==> config.mk <==
export PLATFORM = sky130hd
export DESIGN_NAME = jtag_dp_engine
export DESIGN_NICKNAME = d
export VERILOG_FILES = /design/src/rtl/jdp_pkg.sv /design/src/rtl/jdp_tap.sv /design/src/rtl/jdp_xact.sv /design/src/rtl/jtag_dp_engine.sv
export SDC_FILE = /design/constraint.sdc
export NUM_CORES = 1
export LEC_CHECK = 0
export CAP_MARGIN = 30
export CORE_MARGIN = 5
export CORE_UTILIZATION = 57
export DETAILED_ROUTE_END_ITERATION = 16
export PLACE_DENSITY_LB_ADDON = 0.08
export SLEW_MARGIN = 10
export SYNTH_ARGS = -nofsm -noshare
export SYNTH_HDL_FRONTEND = slang
export SYNTH_SLANG_ARGS = --single-unit
==> constraint.sdc <==
create_clock -name tck -period 2.5 [get_ports tck]
set_input_delay 0.25 -clock tck [delete_from_list [all_inputs] [get_ports tck]]
set_output_delay 0.25 -clock tck [all_outputs]
set_load 0.05 [all_outputs]
==> src/rtl/jdp_pkg.sv <==
package jdp_pkg;
  typedef enum logic [3:0] {
    TLR, RTI, SEL_DR, CAP_DR, SH_DR, EX1_DR, PAU_DR, EX2_DR, UPD_DR,
    SEL_IR, CAP_IR, SH_IR, EX1_IR, PAU_IR, EX2_IR, UPD_IR
  } tap_st_t;

  localparam logic [2:0] ACK_OK   = 3'b010;
  localparam logic [2:0] ACK_WAIT = 3'b001;
endpackage

==> src/rtl/jdp_tap.sv <==
module jdp_tap
  import jdp_pkg::*;
(
  input  logic    tck,
  input  logic    rst,
  input  logic    tms,
  output tap_st_t st_o
);
  tap_st_t st_q, st_n;

  always_comb begin
    case (st_q)
      TLR:     st_n = tms ? TLR    : RTI;
      RTI:     st_n = tms ? SEL_DR : RTI;
      SEL_DR:  st_n = tms ? SEL_IR : CAP_DR;
      CAP_DR:  st_n = tms ? EX1_DR : SH_DR;
      SH_DR:   st_n = tms ? EX1_DR : SH_DR;
      EX1_DR:  st_n = tms ? UPD_DR : PAU_DR;
      PAU_DR:  st_n = tms ? EX2_DR : PAU_DR;
      EX2_DR:  st_n = tms ? UPD_DR : SH_DR;
      UPD_DR:  st_n = tms ? SEL_DR : RTI;
      SEL_IR:  st_n = tms ? TLR    : CAP_IR;
      CAP_IR:  st_n = tms ? EX1_IR : SH_IR;
      SH_IR:   st_n = tms ? EX1_IR : SH_IR;
      EX1_IR:  st_n = tms ? UPD_IR : PAU_IR;
      PAU_IR:  st_n = tms ? EX2_IR : PAU_IR;
      EX2_IR:  st_n = tms ? UPD_IR : SH_IR;
      UPD_IR:  st_n = tms ? SEL_DR : RTI;
      default: st_n = TLR;
    endcase
  end

  always_ff @(posedge tck) begin
    if (rst) st_q <= TLR;
    else     st_q <= st_n;
  end

  assign st_o = st_q;


  tlr_hold_chk: assert property (@(posedge tck) disable iff (rst)
    (st_q == TLR && tms) |=> (st_q == TLR));


  upd_exit_chk: assert property (@(posedge tck) disable iff (rst)
    ((st_q == UPD_IR || st_q == UPD_DR) && !tms) |=> (st_q == RTI));
endmodule

==> src/rtl/jdp_xact.sv <==
module jdp_xact #(
  parameter int DW       = 32,
  parameter int APSEL_W  = 8,
  parameter int BANK_W   = 4,
  parameter int BANK_LSB = 4,
  parameter int PWR_BIT  = 28,
  localparam int AAW     = BANK_W + 4
) (
  input  logic               tck,
  input  logic               rst,
  input  logic               cap_i,
  input  logic               upd_i,
  input  logic               is_ap_i,
  input  logic               rnw_i,
  input  logic [1:0]         a_i,
  input  logic [DW-1:0]      wdata_i,
  input  logic               ap_done_i,
  input  logic [DW-1:0]      ap_rdata_i,
  output logic               pend_o,
  output logic [DW-1:0]      result_o,
  output logic               ap_req_o,
  output logic [APSEL_W-1:0] ap_sel_o,
  output logic [AAW-1:0]     ap_addr_o,
  output logic               ap_write_o,
  output logic [DW-1:0]      ap_wdata_o,
  output logic               pwrup_o
);
  logic [DW-1:0] ctrl_q, sel_q, rdbuf_q, res_q;
  logic          pend_q, skip_q, rd_q;

  always_ff @(posedge tck) begin
    if (rst) begin
      ctrl_q     <= '0;
      sel_q      <= '0;
      rdbuf_q    <= '0;
      res_q      <= '0;
      pend_q     <= 1'b0;
      skip_q     <= 1'b0;
      rd_q       <= 1'b0;
      ap_req_o   <= 1'b0;
      ap_sel_o   <= '0;
      ap_addr_o  <= '0;
      ap_write_o <= 1'b0;
      ap_wdata_o <= '0;
    end else begin
      ap_req_o <= 1'b0;
      if (cap_i) skip_q <= pend_q;
      if (ap_done_i && pend_q) begin
        pend_q <= 1'b0;
        if (rd_q) begin
          res_q   <= ap_rdata_i;
          rdbuf_q <= ap_rdata_i;
        end
      end
      if (upd_i && !skip_q) begin
        if (is_ap_i) begin
          ap_req_o   <= 1'b1;
          pend_q     <= 1'b1;
          rd_q       <= rnw_i;
          ap_sel_o   <= sel_q[DW-1 -: APSEL_W];
          ap_addr_o  <= {sel_q[BANK_LSB +: BANK_W], a_i, 2'b00};
          ap_write_o <= !rnw_i;
          ap_wdata_o <= wdata_i;
          res_q      <= '0;
        end else begin
          case (a_i)
            2'd1: begin
              if (rnw_i) res_q <= ctrl_q;
              else begin ctrl_q <= wdata_i; res_q <= '0; end
            end
            2'd2: begin
              if (rnw_i) res_q <= sel_q;
              else begin sel_q <= wdata_i; res_q <= '0; end
            end
            2'd3:    res_q <= rnw_i ? rdbuf_q : '0;
            default: res_q <= '0;
          endcase
        end
      end
    end
  end

  assign pend_o   = pend_q;
  assign result_o = res_q;
  assign pwrup_o  = ctrl_q[PWR_BIT];


  req_pulse_chk: assert property (@(posedge tck) disable iff (rst)
    ap_req_o |=> !ap_req_o);


  no_req_busy_chk: assert property (@(posedge tck) disable iff (rst)
    (pend_q && $past(pend_q)) |-> !ap_req_o);


  pwrup_hold_chk: assert property (@(posedge tck) disable iff (rst)
    !upd_i |=> $stable(pwrup_o));


  rdbuf_hold_chk: assert property (@(posedge tck) disable iff (rst)
    !(ap_done_i && pend_q && rd_q) |=> $stable(rdbuf_q));
endmodule

==> src/rtl/jtag_dp_engine.sv <==
module jtag_dp_engine
  import jdp_pkg::*;
#(
  parameter int DW                   = 32,
  parameter int IRW                  = 4,
  parameter int APSEL_W              = 8,
  parameter int BANK_W               = 4,
  parameter int PWR_BIT              = 28,
  parameter logic [IRW-1:0] IR_DPACC = 4'hA,
  parameter logic [IRW-1:0] IR_APACC = 4'hB,
  parameter logic [IRW-1:0] IR_IDENT = 4'hE,
  parameter logic [DW-1:0] IDENT_VAL = 32'h4D2B_8A13,
  localparam int AAW  = BANK_W + 4,
  localparam int ACCW = DW + 3
) (
  input  logic               tck,
  input  logic               rst,
  input  logic               tms,
  input  logic               tdi,
  output logic               tdo,
  output logic               ap_req,
  output logic [APSEL_W-1:0] ap_sel,
  output logic [AAW-1:0]     ap_addr,
  output logic               ap_write,
  output logic [DW-1:0]      ap_wdata,
  input  logic               ap_done,
  input  logic [DW-1:0]      ap_rdata,
  output logic               dbg_pwrup
);
  tap_st_t         st;
  logic [IRW-1:0]  ir_sh, ir_q;
  logic [ACCW-1:0] dr_sh;
  logic            is_acc, is_id, pend;
  logic [DW-1:0]   result;

  jdp_tap u_tap (.tck(tck), .rst(rst), .tms(tms), .st_o(st));

  assign is_acc = (ir_q == IR_DPACC) || (ir_q == IR_APACC);
  assign is_id  = (ir_q == IR_IDENT);

  always_ff @(posedge tck) begin
    if (rst) begin
      ir_q  <= IR_IDENT;
      ir_sh <= '0;
    end else begin
      case (st)
        TLR:     ir_q  <= IR_IDENT;
        CAP_IR:  ir_sh <= {{(IRW-1){1'b0}}, 1'b1};
        SH_IR:   ir_sh <= {tdi, ir_sh[IRW-1:1]};
        UPD_IR:  ir_q  <= ir_sh;
        default: ;
      endcase
    end
  end

  always_ff @(posedge tck) begin
    if (rst) begin
      dr_sh <= '0;
    end else if (st == CAP_DR) begin
      if (is_acc)     dr_sh <= {result, pend ? ACK_WAIT : ACK_OK};
      else if (is_id) dr_sh <= {{(ACCW-DW){1'b0}}, IDENT_VAL};
      else            dr_sh <= '0;
    end else if (st == SH_DR) begin
      if (is_acc)     dr_sh <= {tdi, dr_sh[ACCW-1:1]};
      else if (is_id) dr_sh[DW-1:0] <= {tdi, dr_sh[DW-1:1]};
      else            dr_sh[0] <= tdi;
    end
  end

  assign tdo = (st == SH_IR) ? ir_sh[0] :
               (st == SH_DR) ? dr_sh[0] : 1'b0;

  jdp_xact #(
    .DW(DW), .APSEL_W(APSEL_W), .BANK_W(BANK_W), .BANK_LSB(4), .PWR_BIT(PWR_BIT)
  ) u_xact (
    .tck(tck), .rst(rst),
    .cap_i(st == CAP_DR && is_acc),
    .upd_i(st == UPD_DR && is_acc),
    .is_ap_i(ir_q == IR_APACC),
    .rnw_i(dr_sh[0]),
    .a_i(dr_sh[2:1]),
    .wdata_i(dr_sh[ACCW-1:3]),
    .ap_done_i(ap_done),
    .ap_rdata_i(ap_rdata),
    .pend_o(pend),
    .result_o(result),
    .ap_req_o(ap_req),
    .ap_sel_o(ap_sel),
    .ap_addr_o(ap_addr),
    .ap_write_o(ap_write),
    .ap_wdata_o(ap_wdata),
    .pwrup_o(dbg_pwrup)
  );


  ir_ident_chk: assert property (@(posedge tck) disable iff (rst)
    (st == TLR) |=> (ir_q == IR_IDENT));


  shift_idle_chk: assert property (@(posedge tck) disable iff (rst)
    (st != SH_DR && st != SH_IR) |-> (tdo == 1'b0));
endmodule

After elaboration in Yosys (flattened, before gate mapping). Index checks and enable logic that the tools add are counted.

Flip-flop bits (word level): 226. Output and inout bits: 52. Logic and storage cells: 106.

Equality and inequality tests: 21. Muxes and demuxes: 38. Bitwise logic cells: 3. Reductions and logical operators: 26.

Operators with widths (number): $mux 32 (8); $mux 35 (3); $pmux 32 s3 (1); $mux 31 (2); $pmux 4 s12 (1); $eq 4x4->1 const B (11); $eq 4x3->1 const B (4); $mux 4 (4); $pmux 4 s2 (2); $reduce_bool 2->1 (6); $mux 1 (10); $reduce_and 2->1 (5); $mux 3 (3); $eq 4x2->1 const B (2); $mux 2 (4); $reduce_and 4->1 (2); $reduce_or 2->1 (3); $eq 2x2->1 const B (2); $eq 4x1->1 const B (1); $logic_and 1x1->1 (4); $logic_not 4->1 (1); $not 1->1 (3); $reduce_bool 3->1 (1); $reduce_or 3->1 (1); 3 further kinds (4).

Depth between registers and ports, before layout. Gate-level depths: netlist of the first run.

Depth in word-level cells: 6. Gate-level depth with buffers: 7. Depth with buffers taken out: 4.

Cells and area by module. From an unflattened synthesis of the first run, not the netlist that was laid out.

Cell total of the unflattened synthesis: 1153. Area total of the unflattened synthesis: 9776.9 um^2.

Modules (own cells, without submodules): jdp_xact (instances 1, cells each 843, area an instance 7243.2 um^2); jtag_dp_engine (instances 1, cells each 271, area an instance 2202.1 um^2); jdp_tap (instances 1, cells each 39, area an instance 331.6 um^2).

Worst setup path after synthesis of the first run. No wires, ideal clock.

Kind: reg-to-reg. From: register u_tap.st_q[1], in the netlist u_tap.st_o[1]. To: register dr_sh[31]. Arrival: 1.806 ns. Path slack: 0.566 ns. Stages on the path, launching flop included: 8. Buffers on the path: 3. Cells stage by stage: dfxtp_1 > buf_6 > or4b_4 > o31a_1 > buf_6 > buf_6 > a221oi_2 > nor2_1.

Cells in the longest elaborated chain, start to end: 3. Elaborated cells between the ends (all ways): 6. Those cells by class: 2 x eq/ne; 1 x mux; 3 x reduce/logical.

RTL lines: start: declaration (line jdp_tap.sv:9) `tap_st_t st_q, st_n;`; start signal: assignment (line jdp_tap.sv:35) `else st_q <= st_n;`; $eq 4x2->1 or $eq 4x3->1 (tied branches) (line jtag_dp_engine.sv:59, jtag_dp_engine.sv:63); $reduce_bool 3->1 (no line) or $reduce_bool 2->1 (tied branches); $reduce_and 2->1 (no line); end signal: assignment (line jtag_dp_engine.sv:60) `if (is_acc) dr_sh <= {result, pend ? ACK_WAIT : ACK_OK};`; end signal: assignment (line jtag_dp_engine.sv:61) `else if (is_id) dr_sh <= {{(ACCW-DW){1'b0}}, IDENT_VAL};`; end signal: assignment (line jtag_dp_engine.sv:64) `if (is_acc) dr_sh <= {tdi, dr_sh[ACCW-1:1]};`; end: declaration (line jtag_dp_engine.sv:32) `logic [ACCW-1:0] dr_sh;`.

Parallel ways exist; a longest one is shown, timed or not. A chain may end at the register's enable or synchronous reset.

Final worst setup path of the first run.
From: register u_tap.st_q[0], in the netlist u_tap.st_o[0]. To: output port tdo.

Cells in the longest elaborated chain, start to end: 3. Elaborated cells between the ends (all ways): 4. Those cells by class: 2 x eq/ne; 2 x mux.

RTL lines: $eq 4x3->1 (line jtag_dp_engine.sv:71) `(st == SH_DR) ? dr_sh[0] : 1'b0;`; $mux 1 (line jtag_dp_engine.sv:71); $mux 1 (*) (line jtag_dp_engine.sv:70) `assign tdo = (st == SH_IR) ? ir_sh[0] :`; end: declaration (line jtag_dp_engine.sv:20) `output logic tdo,`.

Mark *: on every way between the ends. The rest lies on a longest branch, timed or not.

==> impl_metrics.ini, run 1 <==
[status]
status = completed

[yosys]
synth_area_per_cell_um2 = 8.57
synthFlopType = dfxtp_1
synthArstFlopShare_pct = 0
ys_ff_latch = 226
synth_xor_area_share_pct = 0.0928
synth_cell_types = 49
synth_simple_gate_area_share_pct = 19.3
synth_mux_area_share_pct = 11.0
synth_area_leader_cell = dfxtp_1
syn-cell-area_um2 = 9440
synth_top_cell_area_share_pct = 47.9
synthAdderAreaFrac_pct = 0
synth-edff-count = 0
synth_top_family_by_area = simple AND/OR/NAND/NOR gates
synth.yosys.warnings = 0
yosysSeqAreaShare_pct = 47.9
netlist_instances = 1102
synth_compound_area_share_pct = 17.2
synth_area_leaders = dfxtp_1, nand2_1, a21oi_1

[placement]
hpwl_um = 14900
gp_congestion = 0.826
port_buffers = 86

[die]
start_util_pct = 57.5
core_region_area_um2 = 16400
die_area_um2 = 19200
dieHeight_um = 139
fp.dieW_um = 139
rows = 47
ioPinCount = 89

[clock_network]
h-tree-depth = 1
cts.sinks = 226
holdBufCountCts = 0
root_buffer = clkbuf_16
cts_resized = 0
cts_made_buffers = 23
postCtsSetupBuffers = 0
cts_tree = yes
path_clk_slew_ns = 0.06
clkLatencyLatePin_ns = 0.50
clk_path_buf_depth = 3

[min_path]
hold_end = u_xact.sel_q[2]
worstHoldStart = rst
holdPathStages = 2
hold_class = in2reg

[sta]
whs_ns = 0.271
clock_skew_ns = 0.0110
rsz0062_at_grt = false
final-setup-viol-count = 0
max_clock_freq_mhz = 428
fin_crit_ns = 2.34
finalSetupTns_ns = 0
hold_viol_final = 0
max_slew.worst_pin.slew_ns = 0.863
slew_violations = 0
slew_headroom_pct = 42.5
timing.final.crit_share_pct = 93.5

[setup_path]
crit_fanout = 23
cpMaxStageDelayCell = nor4b_1
r2r_end = u_xact.result_o[1]
worstPathRequired_ns = 2.25
crit_buf_inv = 2
cp_slowest_stage_delay_ns = 0.61
crit_path_end_kind = primary output
crit_family = simple AND/OR/NAND/NOR gates
timing.rr.start = u_tap.st_o[1]
arrival_ns = 2.09
cp-start-kind = register
critical_path_class = reg2out
reg2regPathDepth = 6
reg2reg_slack_ns = 0.51
cp_cell_sequence = buf_4 -> nor4b_1 -> a32o_1 -> buf_12

[global_routing]
grt_first_pass_wirelength_um = 40000
grt_max_degree = 109
grt_pass1_vias = 7768
grt_usage_pct = 24.4
antenna_found_initial = 0
grt_overflow = 0

[route]
ant_nets = 0
drc = 0
wirelength_um = 24100
vias = 7936
wire_per_inst_um = 17.3
routed_via_density = 5.70
first_pass_iters = 5
drtIter0Drc = 611

[pwr]
powerDensity_nw_per_um2 = 643
vdd_drop_max_mv = 0.518
totalPowerFinal_mw = 7.26
p_leak_nw = 4.49

[layout]
layout_common_cells = nand2_1, dfxtp_1, a21oi_1
nets = 1197
synthToLayoutAreaGrowth_pct = 19.6
num_antenna_cells = 0
final_common_cell = nand2_1
drive_gt1_share_pct = 10.4
final_util_pct = 68.8

[flow_run]
cap_viol_max_count = 0
==> synth_stat cells, types with 2 or more instances <==
master and instances:
buf_4 4, mux2i_1 68, nand2_1 241, nor3_1 22
a22o_1 33, nor4_1 14, a2111oi_0 2, inv_1 5
or3_1 2, nand3_1 8, clkbuf_1 64, a221oi_2 9
and3_1 2, nand3b_1 2, o22ai_1 6, nand2b_1 7
a221oi_1 9, o21ai_0 9, and2_1 2, or4_1 2
buf_2 16, nand4b_1 2, nor2_1 112, dfxtp_1 226
a21o_1 34, nand4_1 4, nor2b_1 3, a21oi_1 136
buf_1 5, buf_6 3, mux2_2 32
==> routing by layer <==
layer  routed length, um  global-route usage [%]  up-vias
met3                1370                    3.59       26
met4                 278                    4.38        0
li1                    -                       -     3904
met1               11100                    33.7     3784
met2               11400                    41.6      222
met5                   0                       0        -
==> flip-flops by register name, summed over array words and instances (netlist names), 6 cells and up <==
register	count
dr_sh	35
u_xact.ap_addr_o	6
u_xact.ap_sel_o	8
u_xact.ap_wdata_o	32
u_xact.ctrl_q	32
u_xact.rdbuf_q	32
u_xact.result_o	32
u_xact.sel_q	32
==> worst max-delay path by stage <==
stage	start	to	slack, ns	cells after the start
global route	u_tap.st_o[0]	tdo	0.004	4
CTS	u_tap.st_o[0]	tdo	0.12	4
global placement	u_tap.st_o[3]	dr_sh[19]	0.56	5
detailed placement	u_tap.st_o[3]	dr_sh[21]	0.54	5
floorplan	u_tap.st_o[1]	dr_sh[31]	0.57	7
finish	u_tap.st_o[0]	tdo	0.16	4
==> stage by stage <==
step	cells	cell area, um2	setup WS [ns]
floorplan	1103	9440	0.566
global placement	1355	10600	0.563
detailed placement	1355	10600	0.541
CTS	1393	11300	0.119
global route	1393	11300	0.00382
finish	1393	11300	0.161
==> logic make-up after synthesis <==
| kind of cell | count (synthesis) |
|---|---|
| AND/OR/NAND/NOR | 431 |
| AO/OA/AOI/OAI | 246 |
| flip-flops | 226 |
| multiplexers | 100 |
| buffers and inverters | 97 |
| XOR/XNOR | 1 |
| other | 1 |
==> worst register-to-register path: cells and delay by family, from the launching register on <==
kind | cells | cell delay [ns]
AND/OR/NAND/NOR | 3 | 0.90
buffers and inverters | 2 | 0.52
flip-flops | 1 | 0.33
AO/OA/AOI/OAI | 1 | 0.17
==> power breakdown <==
part / switching (mW) / internal (mW)
Clock: 1.36 / 1.96
Combinational: 0.160 / 0.116
Sequential: 0.0369 / 3.63
Total: 1.56 / 5.70
==> final cells by class <==
type | instances | area [um2]
fillers | 1365 | 5110
flip-flops and latches | 226 | 4520
inverters | 5 | 18.8
clock inverters | 5 | 52.6
multi-input cells | 780 | 4520
repair buffers | 124 | 1230
clock buffers | 33 | 673
well taps | 220 | 275
No activity file was read; power rests on OpenSTA's default activity.
==> run 2, diff against run 1 <==
--- a/config.mk
+++ b/config.mk
@@ -5,11 +5,14 @@
 export SDC_FILE = /design/constraint.sdc
 export NUM_CORES = 1
 export LEC_CHECK = 0
+export ABC_CLOCK_PERIOD_IN_PS = 2500
 export CAP_MARGIN = 30
+export CORE_ASPECT_RATIO = 1.2
 export CORE_MARGIN = 5
 export CORE_UTILIZATION = 57
 export DETAILED_ROUTE_END_ITERATION = 16
 export PLACE_DENSITY_LB_ADDON = 0.08
+export RECOVER_POWER = 100
 export SLEW_MARGIN = 10
 export SYNTH_ARGS = -nofsm -noshare
 export SYNTH_HDL_FRONTEND = slang
==> run 2 against run 1 <==
  * Routed wire length is 0.78% higher
  * Total power is 0.38% higher
  * Via count is 1.0% higher
  * Worst setup slack better by 0.018 ns
  * Maximum frequency is 0.76% higher
  * Clock skew is 0.0010 ns higher
  * Largest power group unchanged
  * Highest routed layer unchanged
==> impl_metrics.ini, run 2 (same netlist as run 1, synthesis figures left out) <==
[global_routing]
grt_overflow = 0
grt_max_degree = 95
grt_first_pass_wirelength_um = 40100
grt_usage_pct = 25.3
antenna_found_initial = 0
grt_pass1_vias = 7885

[route]
vias = 8015
ant_nets = 0
drtIter0Drc = 556
first_pass_iters = 5
drc = 0
wirelength_um = 24300
wire_per_inst_um = 17.5
routed_via_density = 5.77

[sta]
whs_ns = 0.236
max_clock_freq_mhz = 431
final-setup-viol-count = 0
rsz0062_at_grt = false
timing.final.crit_share_pct = 92.8
slew_violations = 0
fin_crit_ns = 2.32
hold_viol_final = 0
fin_ws_ns = 0.179
finalSetupTns_ns = 0
max_slew.worst_pin.slew_ns = 0.964
clock_skew_ns = 0.0121
slew_headroom_pct = 35.8

[layout]
drive_gt1_share_pct = 9.51
regMostFlops = dr_sh
num_antenna_cells = 0
n_fill_cell = 1394
layout_common_cells = nand2_1, dfxtp_1, a21oi_1
post-route-cell-area_um2 = 11200
nets = 1199
final_common_cell = nand2_1
synthToLayoutAreaGrowth_pct = 18.3
largest_register_ffs = 35

[clock_network]
clk_path_buf_depth = 3
clkLatencyLatePin_ns = 0.51
cts.sinks = 226
holdBufCountCts = 0
h-tree-depth = 1
cts_made_buffers = 23
root_buffer = clkbuf_16
postCtsSetupBuffers = 0
cts_resized = 0
cts_tree = yes
path_clk_slew_ns = 0.06

[setup_path]
arrival_ns = 2.07
reg2regPathDepth = 5
reg2reg_slack_ns = 0.27
cp-start-kind = register
crit_path_end_kind = primary output
startpoint = u_tap.st_o[3]
worstPathRequired_ns = 2.25
crit_fanout = 12
r2r_end = u_xact.ctrl_q[1]
critical_path_class = reg2out
timing.rr.start = ir_q[2]

[min_path]
hold_end = u_xact.sel_q[4]
holdPathStages = 2
worstHoldStart = rst
hold_class = in2reg

[die]
die_area_um2 = 19200
core_region_area_um2 = 16300
start_util_pct = 58.0
fp.dieW_um = 127
ioPinCount = 89
rows = 51
dieHeight_um = 151

[placement]
port_buffers = 86
hpwl_um = 15200
placed_area_um2 = 10600
gp_congestion = 0.792
pre_cts_slack_ns = 0.431

[pwr]
totalPowerFinal_mw = 7.29
vdd_drop_max_mv = 0.461
powerDensity_nw_per_um2 = 653
p_leak_nw = 4.62

[flow_run]
cap_viol_max_count = 0

[status]
status = completed
[run 2: changes by cell type in the layout (fill, tap and decap cells not counted), sizes merged]
cell           before  now
dlygate4sd3         0   50
clkbuf             33   48
buf                40   30
inv                 5    6
clkinv              3    2
clkdlybuf4s50      84   34
[run 2: worst max-delay path: stages (launching register included)]
cell      delay [ns]
dfxtp_1         0.36
buf_4           0.19
nor2b_2         0.31
and2_1          0.28
a32o_1          0.20
clkbuf_4        0.23
[run 2: worst max-delay path by stage]
stage	endpoint	slack [ns]	depth (start not counted)
final	tdo	0.18	5
after global routing	tdo	0.05	5
after CTS	tdo	0.05	5
after detailed placement	u_xact.ctrl_q[2]	0.43	5
after global placement	dr_sh[12]	0.39	4
after floorplan	dr_sh[31]	0.57	7
[run 2: final cells by class]
class | instances | area, um2 | share of cell area, %
timing repair buffer | 126 | 1170 | 10.5
inverter | 5 | 18.8 | 0.168
tap | 212 | 265 | 2.37
multi-input combinational | 780 | 4450 | 39.9
clock inverter | 5 | 56.3 | 0.504
sequential | 226 | 4520 | 40.5
clock buffer | 36 | 684 | 6.13
[run 2: per-stage QoR]
step	cells	util, %
global route	1390	68.6
finish	1390	68.6
CTS	1390	69.5
global placement	1348	64.8
detailed placement	1349	64.9
floorplan	1103	-
[run 2: routing by layer]
layer,up-vias,track usage [%],part of all wire [%]
met3,42,3.95,6.0
met2,261,44.2,49
met5,-,0,0
li1,3916,-,-
met1,3796,32.4,42
met4,0,7.51,2.0
[run 2: power breakdown]
group	internal [mW]	switching, mW	leakage, nW
Combinational	0.112	0.155	2.43
Clock	1.98	1.38	0.361
Sequential	3.63	0.0363	1.82
